`config.mk`:
```
export PLATFORM = sky130hd
export DESIGN_NAME = cle_logic_element
export DESIGN_NICKNAME = d
export VERILOG_FILES = /design/src/rtl/cle_pkg.sv /design/src/rtl/cle_cfg_chain.sv /design/src/rtl/cle_lut.sv /design/src/rtl/cle_ff_pair.sv /design/src/rtl/cle_logic_element.sv
export SDC_FILE = /design/constraint.sdc
export NUM_CORES = 1
export LEC_CHECK = 0
export BUFFER_PORTS_ARGS = -buffer_cell sky130_fd_sc_hd__buf_2
export CAP_MARGIN = 15
export CORE_ASPECT_RATIO = 1.2
export CORE_UTILIZATION = 52
export DETAILED_ROUTE_END_ITERATION = 10
export GPL_ROUTABILITY_DRIVEN = 0
export GPL_TIMING_DRIVEN = 0
export PLACE_DENSITY_LB_ADDON = 0.25
export SLEW_MARGIN = 20
export SYNTH_ARGS = -nofsm -noshare
export SYNTH_HDL_FRONTEND = slang
export SYNTH_SLANG_ARGS = --single-unit
```
`constraint.sdc`:
```
create_clock -name clk -period 1.89 [get_ports clk]
set_clock_uncertainty 0.15 [all_clocks]
set_input_delay 0.0945 -clock clk [delete_from_list [all_inputs] [get_ports clk]]
set_output_delay 0.0945 -clock clk [all_outputs]
set_load 0.01 [all_outputs]
```
`src/rtl/cle_pkg.sv`:
```
`timescale 1ns/1ps
package cle_pkg;
   localparam int MODE_W = 2;

   typedef enum logic [MODE_W-1:0] {
      MODE_COMB_REG  = 2'b00,
      MODE_REG_REG   = 2'b01,
      MODE_PIPE      = 2'b10,
      MODE_COMB_COMB = 2'b11
   } cle_mode_e;
endpackage

```
`src/rtl/cle_cfg_chain.sv`:
```
`timescale 1ns/1ps
module cle_cfg_chain #(
   parameter int LEN = 18
) (
   input  logic           clk,
   input  logic           shift_en,
   input  logic           ser_in,
   output logic           ser_out,
   output logic [LEN-1:0] word_q
);
   // configuration storage is deliberately outside the functional reset
   always_ff @(posedge clk) begin
      if (shift_en) begin
         word_q <= {word_q[LEN-2:0], ser_in};
      end
   end

   assign ser_out = word_q[LEN-1];
endmodule

```
`src/rtl/cle_lut.sv`:
```
`timescale 1ns/1ps
module cle_lut #(
   parameter int K    = 4,
   parameter bit TREE = 1'b1
) (
   input  logic [(1<<K)-1:0] tt,
   input  logic [K-1:0]      sel,
   output logic              y
);
   localparam int N = 1 << K;

   generate
      if (TREE) begin : g_tree
         // heap-ordered 2:1 mux tree, root at node 0, leaves at N-1 .. 2N-2
         logic node [0:2*N-2];
         for (genvar i = 0; i < N; i++) begin : g_leaf
            assign node[N-1+i] = tt[i];
         end
         for (genvar d = 0; d < K; d++) begin : g_lvl
            for (genvar j = 0; j < (1 << d); j++) begin : g_mux
               localparam int P = (1 << d) - 1 + j;
               assign node[P] = sel[K-1-d] ? node[2*P+2] : node[2*P+1];
            end
         end
         assign y = node[0];
      end else begin : g_index
         assign y = tt[sel];
      end
   endgenerate
endmodule

```
`src/rtl/cle_ff_pair.sv`:
```
`timescale 1ns/1ps
module cle_ff_pair
   import cle_pkg::*;
(
   input  logic      clk,
   input  logic      rst_n,
   input  logic      scan_en,
   input  logic      scan_si,
   input  cle_mode_e mode,
   input  logic      lut_y,
   input  logic      byp,
   output logic      q1,
   output logic      q2
);
   always_ff @(posedge clk) begin
      if (!rst_n) begin
         q1 <= 1'b0;
         q2 <= 1'b0;
      end else if (scan_en) begin
         q1 <= scan_si;
         q2 <= q1;
      end else begin
         q1 <= lut_y;
         case (mode)
            MODE_REG_REG: q2 <= byp;
            MODE_PIPE:    q2 <= q1;
            default:      q2 <= q2;
         endcase
      end
   end
endmodule

```
`src/rtl/cle_logic_element.sv`:
```
`timescale 1ns/1ps
module cle_logic_element
   import cle_pkg::*;
#(
   parameter int LUT_K    = 4,
   parameter bit LUT_TREE = 1'b1
) (
   input  logic             clk,
   input  logic             rst_n,
   input  logic             cfg_en,
   input  logic             cfg_si,
   output logic             cfg_so,
   input  logic             scan_en,
   input  logic             scan_si,
   output logic             scan_so,
   input  logic [LUT_K-1:0] lut_in,
   input  logic             byp_in,
   output logic             out_a,
   output logic             out_b
);
   localparam int TT_BITS = 1 << LUT_K;
   localparam int CFG_LEN = TT_BITS + MODE_W;

   generate
      if (LUT_K < 2 || LUT_K > 6) begin : g_bad_k
         $error("cle_logic_element: LUT_K must lie in 2..6");
      end
   endgenerate

   logic [CFG_LEN-1:0] cfg_q;
   cle_mode_e          mode;
   logic               lut_y;
   logic               q1;
   logic               q2;

   cle_cfg_chain #(.LEN(CFG_LEN)) i_cfg (
      .clk      (clk),
      .shift_en (cfg_en),
      .ser_in   (cfg_si),
      .ser_out  (cfg_so),
      .word_q   (cfg_q)
   );

   assign mode = cle_mode_e'(cfg_q[CFG_LEN-1 -: MODE_W]);

   cle_lut #(.K(LUT_K), .TREE(LUT_TREE)) i_lut (
      .tt  (cfg_q[TT_BITS-1:0]),
      .sel (lut_in),
      .y   (lut_y)
   );

   cle_ff_pair i_ffs (
      .clk     (clk),
      .rst_n   (rst_n),
      .scan_en (scan_en),
      .scan_si (scan_si),
      .mode    (mode),
      .lut_y   (lut_y),
      .byp     (byp_in),
      .q1      (q1),
      .q2      (q2)
   );

   always_comb begin
      case (mode)
         MODE_COMB_REG:  begin out_a = lut_y; out_b = q1;     end
         MODE_REG_REG:   begin out_a = q1;    out_b = q2;     end
         MODE_PIPE:      begin out_a = q1;    out_b = q2;     end
         default:        begin out_a = lut_y; out_b = byp_in; end
      endcase
   end

   assign scan_so = q2;
endmodule

```
Word level (Yosys, flattened, before mapping). Cells that the tools add are included.

Eq/ne operators: 2. Mux-type cells: 20. Reduce and logical (&&, ||, !) cells: 3.

Operator list (count): two-way mux 1 bit (18); case mux 1 bit (2 select lines) (2); nonzero test 3 bit (1); equality test 2 x 1 -> 1 bit, second input constant (1); equality test 2 bit, second input constant (1); logical NOT 2 bit (1); OR reduction 2 bit (1).

Register bits: 20. Input port bits: 11. Output and inout bits: 4.

Logic depth before layout (Yosys ltp).
Depth after elaboration: 5. Gate-level depth with buffers: 5.

Modules after synthesis. A second synthesis with hierarchy kept.

Cells, all modules: 44. Area, all modules: 847.1 sq um.

By module, submodules not included: cle_cfg_chain (instances 1, cells an instance 19, area each 548.0 sq um, sequential area each 540.5 sq um); cle_lut (instances 1, cells an instance 7, area each 135.1 sq um, sequential area each 0.0 sq um); cle_ff_pair (instances 1, cells an instance 10, area each 100.1 sq um, sequential area each 40.0 sq um); cle_logic_element (instances 1, cells an instance 8, area each 63.8 sq um, sequential area each 0.0 sq um).

Worst setup path before layout. No wires, ideal clock.

Path kind: register to output. Start: reg i_cfg.word_q[17]. End: out out_a. Arrival: 1.348 ns. Data required time: 1.646 ns. Path slack: 0.298 ns. Cell stages (with the launch flop): 5. Path through: edfxtp_1 inv_1 ha_1 or2_2 o221ai_1.

Longest elaborated chain between the ends: 3. Elaborated cells on any way between the ends: 4. Classes of those cells: eq/ne: 2; mux: 1; reduce/logical: 1.

RTL lines: from (decl) (line cle_cfg_chain.sv:9) `output logic [LEN-1:0] word_q`; from (signal assigned) (line cle_cfg_chain.sv:14) `word_q <= {word_q[LEN-2:0], ser_in};`; equality test 2 x 1 -> 1 bit or equality test 2 bit (tied branches) (line cle_logic_element.sv:65) `case (mode)`; OR reduction 2 bit (no source line) (*); two-way mux 1 bit (*) (line cle_logic_element.sv:65); to (decl) (line cle_logic_element.sv:18) `output logic out_a,`.

Every way passes the cells marked *; elsewhere a longest branch is shown, timed or not.

Final worst setup path.
Start: reg i_cfg.word_q[6]. End: out out_a.

Longest elaborated chain between the ends: 5.

RTL lines: two-way mux 1 bit (4 in a row) (line cle_lut.sv:22) `assign node[P] = sel[K-1-d] ? node[2*P+2] : node[2*P+1];`; two-way mux 1 bit (line cle_logic_element.sv:65).

No other way between the ends.

==> metrics.txt <==
most common cell after layout, fill and taps aside=edfxtp_1; TritonCTS clock tree=yes; WHS=0.0102 ns; Power Total=0.856 mW; syn avg cell area=17.9 um2; CP required=1.65 ns; most frequent cells in the layout=edfxtp_1 (18), buf_2 (14), buf_4 (13); critical path capture point type=output pin; status=complete, but fails checks; drt drc=0; max-slew violations=0; hpwl dp=889 um; post-synthesis adder-cell area fraction=5.82%; fmax=512 MHz; Hold Crit Class=in2reg; CTS sink count=20; WP buf/inv=1; Seq cells post-synth=20; Clock Latency Late Sink=0.29 ns; Via Count=550; # setup viols final=1; net count reported at finish=98; dpl cells=79; number of H-tree levels=1; synthesized area=860 um2; final wirelength=1.57 mm; non-filler cells, final=98; Die Wd=39.1 um; worst setup path category=reg2out; failing checks=setup timing; largest family of logic cells by synthesized area=multiplexers; first-pass GRT wire length=1.95 mm; # fillers=91; PnR worst setup slack=-0.0631 ns; Root Buffer=clkbuf_4; row count=15; routed length per placed instance=16.0 um; Placement Cell Area=951 um2; post-route antenna net violation count=0; initial DRC count=17; Via-to-Cell Ratio=5.61; CTS Buf Count=3; Tcrit/Tclk final=103%; Mapped Cells=48; die area=1820 um2; Synth cell types=16; RSZ-0062 raised after global routing=true; CP Cell Sequence=mux4_2, mux2i_4, o221ai_2, buf_2; GRT Overall Usage=17.7%; number of global-route vias before repair=447; crit-path max cell delay=0.52 ns; worst slew pin tran=0.382 ns; Worst EP arrival=1.71 ns; CP max-delay cell=mux4_2; Yosys warnings=0; Pleak=0.458 nW; simple-gate portion of the synthesized area=4.37%; fin crit period=1.95 ns; CP top delay family=multiplexers; die height=46.5 um; initial antenna violation count=0; post-synthesis sequential area ratio=67.5%; clock buffer depth=2; Area Growth Syn to Fin=30.4%; crit-path max FO=2; gr ovfl total=0; core area=1480 um2; Ports=15; Setup crit start kind=register; worst vdd ir=622 uV; share of cells above drive strength 1=50.6%; synthesized net count=63; Max Cap Viol=0; Fin. Hold Viols=0; Final Instance Area=1120 um2; Post-Synth XOR/XNOR Area=0%; Worst slew margin=74.5%; Compound-Gate Fraction of Synth Area=5.24%; Initial Utilization=58.0%; # diodes=0; clock transition at the registers of the reported paths=0.10 ns; largest net degree at the start of global routing=19; PD cells=763 nW/um2; mux contribution to synthesized area=15.7%; Buffers on Ports=14; sum of negative setup slack=-0.0631 ns; Initial DRT Pass Iterations=4
[power by group]
part	switching [mW]	internal [mW]	total, mW
registers	0.0155	0.512	0.527
logic	0.0579	0.0804	0.138
clock network	0.116	0.0742	0.190
total	0.189	0.667	0.856
[metrics by stage]
step,util (%),worst slack (ns)
after floorplan,-,0.298
after global placement,64.1,0.214
after detailed placement,64.1,0.196
after CTS,72.6,-0.0309
after global routing,75.6,-0.132
final,75.6,-0.0631
[layer usage]
metal | track usage, % | up-vias | wire length [um]
met1 | 20.7 | 262 | 642
met5 | 0 | - | 0
li1 | - | 254 | -
met4 | 8.28 | 0 | 16
met2 | 30.3 | 32 | 801
met3 | 4.35 | 2 | 108
[layout make-up]
type	count	area, um2	share of cell area (%)
flip-flops and latches	20	581	51.8
repair buffers	30	198	17.6
well taps	17	21.3	1.90
multi-input cells	25	288	25.7
clock buffers	3	22.5	2.01
inverters	3	11.3	1.00
[Yosys cell counts]
cell type / instances / share of area, %
nand2_1: 3 / 1.3
o221ai_1: 1 / 1.0
nor2_1: 2 / 0.87
a22oi_1: 1 / 0.87
or2_2: 1 / 0.73
mux4_1: 4 / 12
a221oi_1: 1 / 1.0
o21ai_0: 2 / 1.2
nor2b_1: 1 / 0.73
inv_1: 3 / 1.3
dfxtp_1: 2 / 4.7
nand2b_1: 1 / 0.73
edfxtp_1: 18 / 63
o211a_1: 1 / 1.2
mux2i_1: 3 / 3.5
ha_1: 4 / 5.8
[worst paths after layout]
kind	from	slack (ns)	cells after the start	to
worst max-delay path	i_cfg.word_q[6]$_DFFE_PP_	-0.06	4	out_a
worst min-delay path	scan_si	0.01	3	i_ffs.q1$_SDFF_PN0_
worst max register to register	i_cfg.word_q[15]$_DFFE_PP_	0.04	7	i_ffs.q1$_SDFF_PN0_
worst min register to register	i_cfg.word_q[5]$_DFFE_PP_	0.31	0	i_cfg.word_q[6]$_DFFE_PP_
[flip-flops by register name (all words and copies together), names as in the netlist]
| signal | count |
|---|---|
| i_cfg.word_q | 18 |
| i_ffs.q1 | 1 |
| i_ffs.q2 | 1 |
[timing repair]
action / CTS / global route
setup buffers: 9 / 4
pin swaps: 1 / 1
endpoints found under the setup margin: 1 / 1
endpoints found under the hold margin: 3 / 0
hold buffers: 3 / 0
gates resized for setup: 6 / 5
[cells by family after synthesis]
logic type / count (synthesis)
buffers and inverters: 3
AO/OA/AOI/OAI: 6
flip-flops: 20
multiplexers: 7
adder cells (fa/ha/maj): 4
AND/OR/NAND/NOR: 8
[worst min-delay path: cells and delay by family]
kind | cells | cell delay (ns)
buffers and inverters | 1 | 0.09
AO/OA/AOI/OAI | 2 | 0.22
Note: power is estimated with default switching activity, not from simulation.
